--- config.mk ---
export PLATFORM = sky130hd
export DESIGN_NAME = i2c_evt_status
export DESIGN_NICKNAME = d
export VERILOG_FILES = /design/src/rtl/i2cev_pkg.sv /design/src/rtl/i2cev_sticky.sv /design/src/rtl/i2cev_thr_reg.sv /design/src/rtl/i2cev_abort_src.sv /design/src/rtl/i2c_evt_status.sv
export SDC_FILE = /design/constraint.sdc
export NUM_CORES = 1
export LEC_CHECK = 0
export CAP_MARGIN = 20
export CORE_MARGIN = 2
export CORE_UTILIZATION = 38
export DETAILED_ROUTE_END_ITERATION = 10
export HOLD_SLACK_MARGIN = 0.12
export PLACE_DENSITY = 0.76
export REMOVE_ABC_BUFFERS = 1
export SYNTH_ARGS = -nofsm -noshare
export SYNTH_HDL_FRONTEND = slang
export SYNTH_SLANG_ARGS = --single-unit
--- constraint.sdc ---
create_clock -name clk -period 1.5 [get_ports clk]
set_clock_uncertainty 0.2 [all_clocks]
set_input_delay 0.3 -clock clk [delete_from_list [all_inputs] [get_ports clk]]
set_output_delay 0.3 -clock clk [all_outputs]
set_load 0.05 [all_outputs]
--- src/rtl/i2cev_pkg.sv ---
package i2cev_pkg;
  localparam int ADDR_W = 4;
  localparam int ABRT_W = 10;
  localparam int NEV    = 8;

  typedef enum logic [ADDR_W-1:0] {
    A_RAW     = 4'd0,
    A_MASK    = 4'd1,
    A_STAT    = 4'd2,
    A_TXTHR   = 4'd3,
    A_RXTHR   = 4'd4,
    A_ASRC    = 4'd5,
    A_CLRALL  = 4'd6,
    A_CLR_RXU = 4'd7,
    A_CLR_RXO = 4'd8,
    A_CLR_TXO = 4'd9,
    A_CLR_ABT = 4'd10,
    A_CLR_STA = 4'd11,
    A_CLR_STO = 4'd12
  } reg_addr_e;

  // raw status bit positions
  localparam int EV_RXU = 0;
  localparam int EV_RXO = 1;
  localparam int EV_TXO = 2;
  localparam int EV_ABT = 3;
  localparam int EV_TXE = 4;
  localparam int EV_RXF = 5;
  localparam int EV_STA = 6;
  localparam int EV_STO = 7;

  // bits held by a sticky flop (the rest follow FIFO levels)
  localparam logic [NEV-1:0] CLEARABLE = 8'hCF;

  // dedicated clear register of a sticky bit
  function automatic logic [ADDR_W-1:0] clr_addr_of(int unsigned b);
    case (b)
      EV_RXU:  return A_CLR_RXU;
      EV_RXO:  return A_CLR_RXO;
      EV_TXO:  return A_CLR_TXO;
      EV_ABT:  return A_CLR_ABT;
      EV_STA:  return A_CLR_STA;
      EV_STO:  return A_CLR_STO;
      default: return A_CLRALL;
    endcase
  endfunction
endpackage

--- src/rtl/i2cev_sticky.sv ---
module i2cev_sticky (
  input  logic clk,
  input  logic rst_n,
  input  logic set,
  input  logic clr,
  output logic q
);
  // set has priority over a clear in the same cycle
  always_ff @(posedge clk or negedge rst_n) begin
    if (!rst_n) q <= 1'b0;
    else        q <= set | (q & ~clr);
  end
endmodule

--- src/rtl/i2cev_thr_reg.sv ---
module i2cev_thr_reg #(
  parameter int DATA_W = 32,
  parameter int DEPTH  = 8
) (
  input  logic                       clk,
  input  logic                       rst_n,
  input  logic                       we,
  input  logic [DATA_W-1:0]          wdata,
  output logic [$clog2(DEPTH)-1:0]   q
);
  localparam int THR_W = $clog2(DEPTH);
  localparam int TOP   = DEPTH - 1;

  logic             over;
  logic [THR_W-1:0] d;

  assign over = wdata > DATA_W'(TOP);
  assign d    = over ? THR_W'(TOP) : wdata[THR_W-1:0];

  always_ff @(posedge clk or negedge rst_n) begin
    if (!rst_n)  q <= '0;
    else if (we) q <= d;
  end
endmodule

--- src/rtl/i2cev_abort_src.sv ---
module i2cev_abort_src
  import i2cev_pkg::*;
(
  input  logic              clk,
  input  logic              rst_n,
  input  logic              capture,
  input  logic [ABRT_W-1:0] why,
  input  logic              clr,
  output logic [ABRT_W-1:0] q
);
  logic [ABRT_W-1:0] keep;
  logic [ABRT_W-1:0] add;

  assign keep = clr ? '0 : q;
  assign add  = capture ? why : '0;

  always_ff @(posedge clk or negedge rst_n) begin
    if (!rst_n) q <= '0;
    else        q <= keep | add;
  end
endmodule

--- src/rtl/i2c_evt_status.sv ---
module i2c_evt_status
  import i2cev_pkg::*;
#(
  parameter int FIFO_DEPTH = 8,
  parameter int DATA_W     = 32
) (
  input  logic                              clk,
  input  logic                              rst_n,
  input  logic                              reg_rd,
  input  logic                              reg_wr,
  input  logic [ADDR_W-1:0]                 reg_addr,
  input  logic [DATA_W-1:0]                 reg_wdata,
  output logic [DATA_W-1:0]                 reg_rdata,
  input  logic                              rx_under_p,
  input  logic                              rx_over_p,
  input  logic                              tx_over_p,
  input  logic                              abort_p,
  input  logic [ABRT_W-1:0]                 abort_why,
  input  logic                              start_p,
  input  logic                              stop_p,
  input  logic [$clog2(FIFO_DEPTH+1)-1:0]   tx_level,
  input  logic [$clog2(FIFO_DEPTH+1)-1:0]   rx_level,
  output logic                              irq,
  output logic                              tx_fifo_hold
);
  localparam int THR_W = $clog2(FIFO_DEPTH);
  localparam int LVL_W = $clog2(FIFO_DEPTH+1);

  logic [NEV-1:0]    set_vec;
  logic [NEV-1:0]    clr_vec;
  logic [NEV-1:0]    raw;
  logic [NEV-1:0]    mask_q;
  logic [THR_W-1:0]  tx_thr;
  logic [THR_W-1:0]  rx_thr;
  logic [ABRT_W-1:0] abrt_src;
  logic              tx_empty_lvl;
  logic              rx_full_lvl;

  assign set_vec = {stop_p, start_p, 1'b0, 1'b0, abort_p, tx_over_p, rx_over_p, rx_under_p};

  assign tx_empty_lvl = tx_level <= LVL_W'(tx_thr);
  assign rx_full_lvl  = rx_level >  LVL_W'(rx_thr);

  for (genvar i = 0; i < NEV; i++) begin : g_ev
    if (CLEARABLE[i]) begin : g_sticky
      assign clr_vec[i] = reg_rd && ((reg_addr == A_CLRALL) || (reg_addr == clr_addr_of(i)));
      i2cev_sticky u_bit (
        .clk   (clk),
        .rst_n (rst_n),
        .set   (set_vec[i]),
        .clr   (clr_vec[i]),
        .q     (raw[i])
      );
    end else if (i == EV_TXE) begin : g_txe
      assign clr_vec[i] = 1'b0;
      assign raw[i]     = tx_empty_lvl;
    end else begin : g_rxf
      assign clr_vec[i] = 1'b0;
      assign raw[i]     = rx_full_lvl;
    end
  end

  i2cev_thr_reg #(.DATA_W(DATA_W), .DEPTH(FIFO_DEPTH)) u_txthr (
    .clk   (clk),
    .rst_n (rst_n),
    .we    (reg_wr && (reg_addr == A_TXTHR)),
    .wdata (reg_wdata),
    .q     (tx_thr)
  );

  i2cev_thr_reg #(.DATA_W(DATA_W), .DEPTH(FIFO_DEPTH)) u_rxthr (
    .clk   (clk),
    .rst_n (rst_n),
    .we    (reg_wr && (reg_addr == A_RXTHR)),
    .wdata (reg_wdata),
    .q     (rx_thr)
  );

  i2cev_abort_src u_asrc (
    .clk     (clk),
    .rst_n   (rst_n),
    .capture (abort_p),
    .why     (abort_why),
    .clr     (clr_vec[EV_ABT]),
    .q       (abrt_src)
  );

  always_ff @(posedge clk or negedge rst_n) begin
    if (!rst_n)                               mask_q <= '0;
    else if (reg_wr && (reg_addr == A_MASK))  mask_q <= reg_wdata[NEV-1:0];
  end

  assign irq          = |(raw & mask_q);
  assign tx_fifo_hold = raw[EV_ABT];

  always_comb begin
    reg_rdata = '0;
    case (reg_addr)
      A_RAW:    reg_rdata = DATA_W'(raw);
      A_MASK:   reg_rdata = DATA_W'(mask_q);
      A_STAT:   reg_rdata = DATA_W'(raw & mask_q);
      A_TXTHR:  reg_rdata = DATA_W'(tx_thr);
      A_RXTHR:  reg_rdata = DATA_W'(rx_thr);
      A_ASRC:   reg_rdata = DATA_W'(abrt_src);
      A_CLRALL: reg_rdata = DATA_W'(|(raw & CLEARABLE));
      default:  reg_rdata = '0;
    endcase
    for (int i = 0; i < NEV; i++) begin
      if (CLEARABLE[i] && (reg_addr == clr_addr_of(i))) reg_rdata = DATA_W'(raw[i]);
    end
  end
endmodule

Word-level counts from Yosys, hierarchy flattened
Index checks and enable logic that the tools add are counted.
{ "classes": {"mux": 10, "n_eq_ne": 12, "reduce_logical": 18, "order_cmp": 3, "bitwise_logic": 21} }
{ "op_table": {"columns": ["op", "n"], "rows": [
  ["two-way mux 32 bit", 5],
  ["one-hot mux 10 bit (7 select lines)", 1],
  ["greater-than comparator 32 x 3 -> 1 bit, second input constant", 1],
  ["two-way mux 10 bit", 3],
  ["== test 4 bit, second input constant", 5],
  ["AND 8 bit", 2],
  ["== test 4 x 3 -> 1 bit, second input constant", 4],
  ["bitwise OR 10 bit", 1],
  ["logical AND 1 bit", 9],
  ["== test 4 x 2 -> 1 bit, second input constant", 2],
  ["OR reduction 8 bit", 1],
  ["AND 1 bit", 6],
  ["logical OR 1 bit", 6],
  ["NOT 1 bit", 6],
  ["bitwise OR 1 bit", 6],
  ["OR reduction 6 bit", 1],
  ["== test 4 x 1 -> 1 bit, second input constant", 1],
  ["greater-than comparator 4 x 3 -> 1 bit", 1],
  ["less-or-equal comparator 4 x 3 -> 1 bit", 1],
  ["logical NOT 4 bit", 1],
  ["two-way mux 3 bit", 1]
]} }
{ "totals": {"inputBits": 64, "ff_bits": 30, "out_inout_bits": 34, "word_cells": 74} }

Logic depth before layout (Yosys ltp)
Gate-level depths: netlist of the first run.
{ "logic_depth": {"ltp_word": 9, "mapped_depth": 6, "depth_no_buf": 6} }

Hierarchy
A second synthesis of the first run with hierarchy kept.
{ "unflattened": {"cells_unflattened": 264, "hier_area_um2": 2224.6} }
{ "by_module_without_submodules": {"columns": ["module", "area_per_inst_um2", "instances", "seq_area_each_um2", "cells_each"], "rows": [
  ["i2c_evt_status", 1239.9, 1, 200.2, 163],
  ["i2cev_abort_src", 386.6, 1, 250.2, 41],
  ["i2cev_thr_reg", 190.2, 2, 75.1, 21],
  ["i2cev_sticky", 36.3, 6, 25.0, 3]
]} }

Least setup slack after synthesis of the first run
No wires, ideal clock.
{ "synth_path": {"path_kind": "register to output", "start": "register g_ev[3].g_sticky.u_bit.q", "end": "output port reg_rdata[0]", "t_required_ps": 1000, "path_buffers": 0, "slack_ps": -1322, "arrival_time_ps": 2322, "path_stages_with_launch": 5, "path_cell_list": "dfrtp_1 nor3_1 nand3_1 nand4_1 a311oi_1"} }
{ "synth_between": {"elab_chain_len": 8} }
{ "synth_lines": {"columns": ["item", "line_no", "source"], "rows": [
  ["start, declared", "i2cev_sticky.sv:6", "output logic q"],
  ["start signal, assigned", "i2cev_sticky.sv:11", "else q <= set | (q & ~clr);"],
  ["OR reduction 6 bit", "i2c_evt_status.sv:105", "A_CLRALL: reg_rdata = DATA_W'(|(raw & CLEARABLE));"],
  ["one-hot mux 10 bit (7 select lines)", "i2c_evt_status.sv:98", "case (reg_addr)"],
  ["two-way mux 10 bit", "i2c_evt_status.sv:109", "if (CLEARABLE[i] && (reg_addr == clr_addr_of(i))) reg_rdata = DATA_W'(raw[i]);"],
  ["two-way mux 32 bit (2 in a row)", "i2c_evt_status.sv:109", null],
  ["two-way mux 32 bit * (3 in a row)", "i2c_evt_status.sv:109", null],
  ["end, declared", "i2c_evt_status.sv:13", "output logic [DATA_W-1:0] reg_rdata,"]
]} }
Mark *: on every way between the ends. The rest lies on a longest branch, timed or not.

Final worst setup path of the first run
{ "layout_path": {"start": "register u_rxthr.q[1]", "end": "output port irq"} }
{ "layout_between": {"elab_chain_len": 3} }
{ "layout_lines": {"columns": ["item", "line_no", "source"], "rows": [
  ["start, declared", "i2cev_thr_reg.sv:9", "output logic [$clog2(DEPTH)-1:0] q"],
  ["start signal, assigned", "i2cev_thr_reg.sv:21", "if (!rst_n) q <= '0;"],
  ["start signal, assigned", "i2cev_thr_reg.sv:22", "else if (we) q <= d;"],
  ["greater-than comparator 4 x 3 -> 1 bit", "i2c_evt_status.sv:42", "assign rx_full_lvl = rx_level > LVL_W'(rx_thr);"],
  ["AND 8 bit", "i2c_evt_status.sv:93", "assign irq = |(raw & mask_q);"],
  ["OR reduction 8 bit", "i2c_evt_status.sv:93", null],
  ["end, declared", "i2c_evt_status.sv:23", "output logic irq,"]
]} }
Every way passes these cells.

==> flow_metrics.tcl, run 1 <==
set metrics [dict create \
    status "finished, violations left" \
    violations "setup timing" \
    path_class "register to primary output" \
    grt_pass1_wl_um 12800 \
    synth_warnings 0 \
    gp_congestion 0.926 \
    wire_per_inst_um 19.5 \
    die_w_um 79.3 \
    path_delay_family "compound AO/OA/AOI/OAI gates" \
    startpoint_type "register" \
    hold_class "input pin to register" \
    synthTopCellsByArea "dfrtp_1, buf_4, mux2_2" \
    nets 468 \
    setup_ws_ps -868 \
    num_vias 2667 \
    numCtsBuffers 5 \
    pin_count 98 \
    drive_above_1_share_pct 54.1 \
    synth-seq-cells 30 \
    hold_viol_final 0 \
    fmax_mhz 422 \
    fillers 297 \
    synth_area_per_cell_um2 9.20 \
    async_flop_share_pct 100 \
    p_leak_nw 1.93 \
    dr.pass1.iters 5 \
    antenna_found_initial 0 \
    setup_viol 12 \
    drtIter0Drc 227 \
    crit_chain "inv_2 -> ha_4 -> nor3_1 -> o21ai_2 -> a31oi_1 -> o21ai_2 -> buf_12" \
    slowest_delay_ps 380 \
    cts-root-buf "clkbuf_8" \
    yosysTopAreaCell "dfrtp_1" \
    slowest_stage "dfrtp_1" \
    syn-instance-count 234 \
    max_cap_viol_count 0 \
    final_antenna_net_count 0 \
    ir_drop_mv 0.423 \
    synth.top_cell.area_share_pct 34.9 \
    start_util_pct 39.3 \
    antenna_cells 0 \
    cp.arrival_ps 1870 \
    period_share_pct 158 \
    wl_um 9190 \
    worstPathRequired_ps 1000 \
    ctsHoldBuffers 0 \
    rsz0062_at_grt "yes" \
    powerDensity_mw_per_mm2 732 \
    crit_top_cell "o21ai_2" \
    rows 27 \
    die-area_mm2 0.00628 \
    die_h_um 79.3 \
    ys.flop_type "dfrtp_1" \
    seq_area_frac_synth_pct 34.9 \
    slew_violations 0 \
    grt_max_degree 31 \
    numClockSinks 30 \
    cp.buffers_inverters 2 \
    grt_pass1_vias 2555 \
    gr-usage-all-layers_pct 26.3 \
    insertion_delay_ps 290 \
    post_synth_instance_area_mm2 0.00215 \
    area_delta_synth_final_pct 101 \
    critPathMaxFanout 2 \
    grt-ovfl-total 0 \
    hpwl_um 5090 \
    final_area_mm2 0.00432 \
    synth_edf_count 0 \
    min_period_ps 2370 \
    netlist-cell-type-count 48 \
    portBuffers 75 \
    core-area_mm2 0.00547 \
    place_area_mm2 0.00341 \
    cts_tree "built" \
    drc 0 \
    htreeDepth 2 \
    critPathCaptureType "primary output" \
    final_util_pct 78.9 \
    via_per_inst 5.66 \
    clk_pin_slew_worst_paths_ps 70 \
    clk_path_buf_depth 2 \
]
## cell families after synthesis
logic type | Yosys count | synth area share (%)
xor gates and xnor gates | 1 | 0.407
muxes | 15 | 7.50
buffers and inverters | 46 | 13.3
other | 1 | 0.174
and+or+nand+nor | 70 | 19.2
AOI/OAI and AO/OA | 65 | 21.1
adders and majority gates | 6 | 3.49
DFF | 30 | 34.9
## metal layers
layer / track usage [%] / share of wire, %
met1: 32.8 / 39
met2: 45.9 / 49
met3: 4.66 / 8.0
met4: 8.79 / 4.2
met5: 0 / 0
## tightest hold or removal path, cell delays in order
cell    delay [ps]
buf_6           80
buf_4           90
mux2_2         120
## synth_stat cells, types with 2 or more instances
cell type,number
ha_1,6
a22o_1,11
and3_1,2
nand2b_1,3
nor2_1,8
nor2b_1,4
a31oi_1,2
nand3b_1,5
dfrtp_1,30
buf_2,6
buf_4,24
o32ai_1,3
a22oi_1,4
buf_6,2
nor3_1,8
mux2i_1,6
a21o_1,6
mux2_2,9
o31ai_1,7
nand3_1,8
nand4_1,4
inv_1,11
clkbuf_1,2
o21ai_0,11
nor4_1,8
nand2_1,12
a21oi_1,11
## path summary, 6_finish.rpt
path,startpoint,endpoint,slack [ps],cells after the start
setup / recovery,u_rxthr.q[1]$_DFFE_PN0P_,irq,-870,7
hold reg to reg,u_asrc.q[8]$_DFF_PN0_,u_asrc.q[8]$_DFF_PN0_,320,1
min in group asynchronous,rst_n,u_asrc.q[5]$_DFF_PN0_,160,2
hold / removal,reg_wdata[3],mask_q[3]$_DFFE_PN0P_,130,3
max in group asynchronous,rst_n,g_ev[3].g_sticky.u_bit.q$_DFF_PN0_,750,2
setup reg to reg,u_rxthr.q[0]$_DFFE_PN0P_,u_rxthr.q[0]$_DFFE_PN0P_,320,4
## what timing repair did
item                                    in CTS  in global routing
cloned                                       4                  0
pin swaps                                   39                 33
gates resized for setup                    144                 87
buffers inserted                            27                 13
endpoints found under the setup margin      42                 33
## stage by stage
stage / hold WS [ps] / power (mW) / setup TNS [ps] / cells / worst slack (ps)
4_1_cts: 158 / 2.96 / -5880 / 463 / -790
5_1_grt: 137 / 3.28 / -6700 / 471 / -943
3_5_place_dp: 275 / 2.11 / -29350 / 428 / -947
2_1_floorplan: -196 / 1.49 / -6510 / 221 / -1320
6_report: 134 / 3.16 / -6090 / 471 / -868
3_3_place_gp: 292 / 2.08 / -28780 / 428 / -930
## sequential cells by signal (all words and copies together), names as in the netlist
name and flops:
u_txthr.q 3, u_rxthr.q 3, u_asrc.q 10, mask_q 8, g_ev.g_sticky.u_bit.q 6
## cell usage in the layout, fill, tap and decap left out, types with 6 or more instances in the layout
master           netlist  layout
buf_4                 24      67
buf_6                  2      27
dfrtp_1               30      27
clkdlybuf4s50_1        0      23
conb_1                 1      22
clkbuf_2               0      14
buf_12                 0      12
a22o_1                11      11
nand2_1               12      11
mux2_2                 9       8
inv_1                 11       7
clkdlybuf4s15_1        0       7
dlygate4sd2_1          0       7
mux2i_1                6       6
a21oi_1               11       6
nand3_1                8       6
a21o_1                 6       6
clkbuf_8               0       6
## power breakdown
group          internal, mW  total [mW]  leakage [nW]  switching, mW
clock                 0.368       0.692        0.0472          0.324
sequential            0.915        1.03         0.311          0.113
combinational         0.720        1.44          1.57          0.722
total                  2.00        3.16          1.93           1.16
## layout make-up
type / instances / area [um^2] / share of cell area [%]
timing repair buffer: 170 / 1670 / 38.8
multi-input combinational: 179 / 1660 / 38.4
sequential: 30 / 754 / 17.5
tap: 72 / 90.1 / 2.09
clock buffer: 6 / 82.6 / 1.91
inverter: 12 / 45.0 / 1.04
clock inverter: 2 / 12.5 / 0.290
Power figures use the tool's default switching activity.
==> inputs of run 2 (changes only) <==
- CORE_MARGIN: 2 -> unset
==> flow_metrics.tcl, run 2 (synthesis gave the netlist of run 1 again) <==
set metrics [dict create \
    rr_endpoint "g_ev[7].g_sticky.u_bit.q$_DFF_PN0_" \
    r2r_slack_ps 220 \
    place_area_mm2 0.00337 \
    gr-usage-all-layers_pct 26.6 \
    slowest_stage "dfrtp_1" \
    fmax_mhz 443 \
    antenna_cells 0 \
    hpwl_um 4890 \
    insertion_delay_ps 280 \
    holdWs_ps 176 \
    largest-register "u_asrc.q" \
    grt_pass1_wl_um 12300 \
    cts-root-buf "clkbuf_8" \
    drtIter0Drc 236 \
    ctsHoldBuffers 0 \
    status "finished, violations left" \
    final_area_mm2 0.00411 \
    htreeDepth 2 \
    dp.cells 424 \
    violations "setup timing" \
    startpoint_type "register" \
    crit_chain "inv_2 -> ha_4 -> nor3_2 -> a41oi_2 -> o2111ai_2 -> o31ai_1 -> bufbuf_16" \
    critPathCaptureType "primary output" \
    die_h_um 77.3 \
    setup_viol 20 \
    reg.largest.list "u_asrc.q (10), mask_q (8), g_ev.g_sticky.u_bit.q (6)" \
    min_period_ps 2260 \
    reg2regPathDepth 4 \
    stdcell_count 453 \
    portBuffers 75 \
    dr.pass1.iters 4 \
    hold_viol_final 0 \
    num_vias 2549 \
    clk_path_buf_depth 2 \
    numClockSinks 30 \
    grt-ovfl-total 0 \
    hold_class "input pin to register" \
    antenna_found_initial 0 \
    largest_reg_flops 10 \
    start_util_pct 39.3 \
    final_antenna_net_count 0 \
    slowest_delay_ps 340 \
    worstPathRequired_ps 1000 \
    hp-start "reg_wdata[7]" \
    nets 451 \
    cp.arrival_ps 1760 \
    drc 0 \
    area_delta_synth_final_pct 91.1 \
    critPathMaxFanout 2 \
    final_cell_mix "buf_4, dfrtp_1, buf_6" \
    grt_max_degree 31 \
    grt_pass1_vias 2521 \
    numCtsBuffers 5 \
    rows 27 \
    clk_pin_slew_worst_paths_ps 60 \
    powerDensity_mw_per_mm2 723 \
    drive_above_1_share_pct 49.3 \
    hold_depth 3 \
    max_cap_viol_count 0 \
    wl_um 8330 \
    rsz0062_at_grt "yes" \
    final_util_pct 75.1 \
    ir_drop_mv 0.452 \
    slew_violations 0 \
    cts_tree "built" \
    r2r_start "g_ev[7].g_sticky.u_bit.q$_DFF_PN0_" \
    pin_count 98 \
    path_class "register to primary output" \
    gp_congestion 0.903 \
    min_to "mask_q[7]$_DFFE_PN0P_" \
    period_share_pct 151 \
    via_per_inst 5.63 \
    setup_ws_ps -760 \
    die-area_mm2 0.00597 \
    core-area_mm2 0.00547 \
    final_common_cell "buf_4" \
    finalSetupTns_ps -6330 \
    die_w_um 77.3 \
    wire_per_inst_um 18.4 \
    p_leak_nw 1.84 \
]
run 2: timing repair:
| action | CTS | global route |
|---|---|---|
| endpoints found under the hold margin | 0 | 0 |
| setup endpoints to repair | 41 | 26 |
| pin swaps | 34 | 26 |
| resized for setup | 143 | 69 |
| cloned | 4 | 0 |
| buffers inserted | 17 | 8 |
run 2: cell type report:
| class | instances | area [um^2] |
|---|---|---|
| fill | 343 | 1360 |
| multi-input combinational | 179 | 1600 |
| sequential | 30 | 754 |
| inverter | 12 | 45.0 |
| timing repair buffer | 153 | 1550 |
| tap | 72 | 90.1 |
| clock buffer | 7 | 76.3 |
run 2: worst max path at each step:
stage	from	endpoint	slack, ps	cells past startpoint
after floorplan	g_ev[3].g_sticky.u_bit.q$_DFF_PN0_	reg_rdata[0]	-1320	4
after global placement	reg_addr[2]	reg_rdata[0]	-960	8
after detailed placement	reg_addr[2]	reg_rdata[0]	-980	8
after CTS	u_txthr.q[1]$_DFFE_PN0P_	reg_rdata[4]	-760	7
after global routing	u_rxthr.q[1]$_DFFE_PN0P_	reg_rdata[5]	-850	6
final	u_rxthr.q[2]$_DFFE_PN0P_	reg_rdata[5]	-760	7
run 2: worst max-delay path, delay by kind of cell (launching register included):
kind	cells	cell delay [ps]
AOI/OAI and AO/OA	3	430
adders and majority gates	1	280
buffers and inverters	2	370
DFF	1	340
and+or+nand+nor	1	50
run 2: layer usage:
metal	share of wire, %	track usage, %	vias up
met5	0	0	-
met4	4.0	9.81	0
met3	7.6	6.67	39
met2	49	46.2	179
met1	39	31.3	1212
li1	-	-	1119
run 2: through the flow:
step | total power, mW | worst slack [ps]
2_1_floorplan | 1.49 | -1320
3_3_place_gp | 2.06 | -962
3_5_place_dp | 2.09 | -976
4_1_cts | 2.85 | -759
5_1_grt | 3.09 | -845
6_report | 2.97 | -760
run 2: power breakdown:
group	internal (mW)	leakage, nW	switching, mW	total [mW]
logic	0.672	1.49	0.678	1.35
clock network	0.318	0.0383	0.279	0.597
registers	0.916	0.311	0.108	1.02
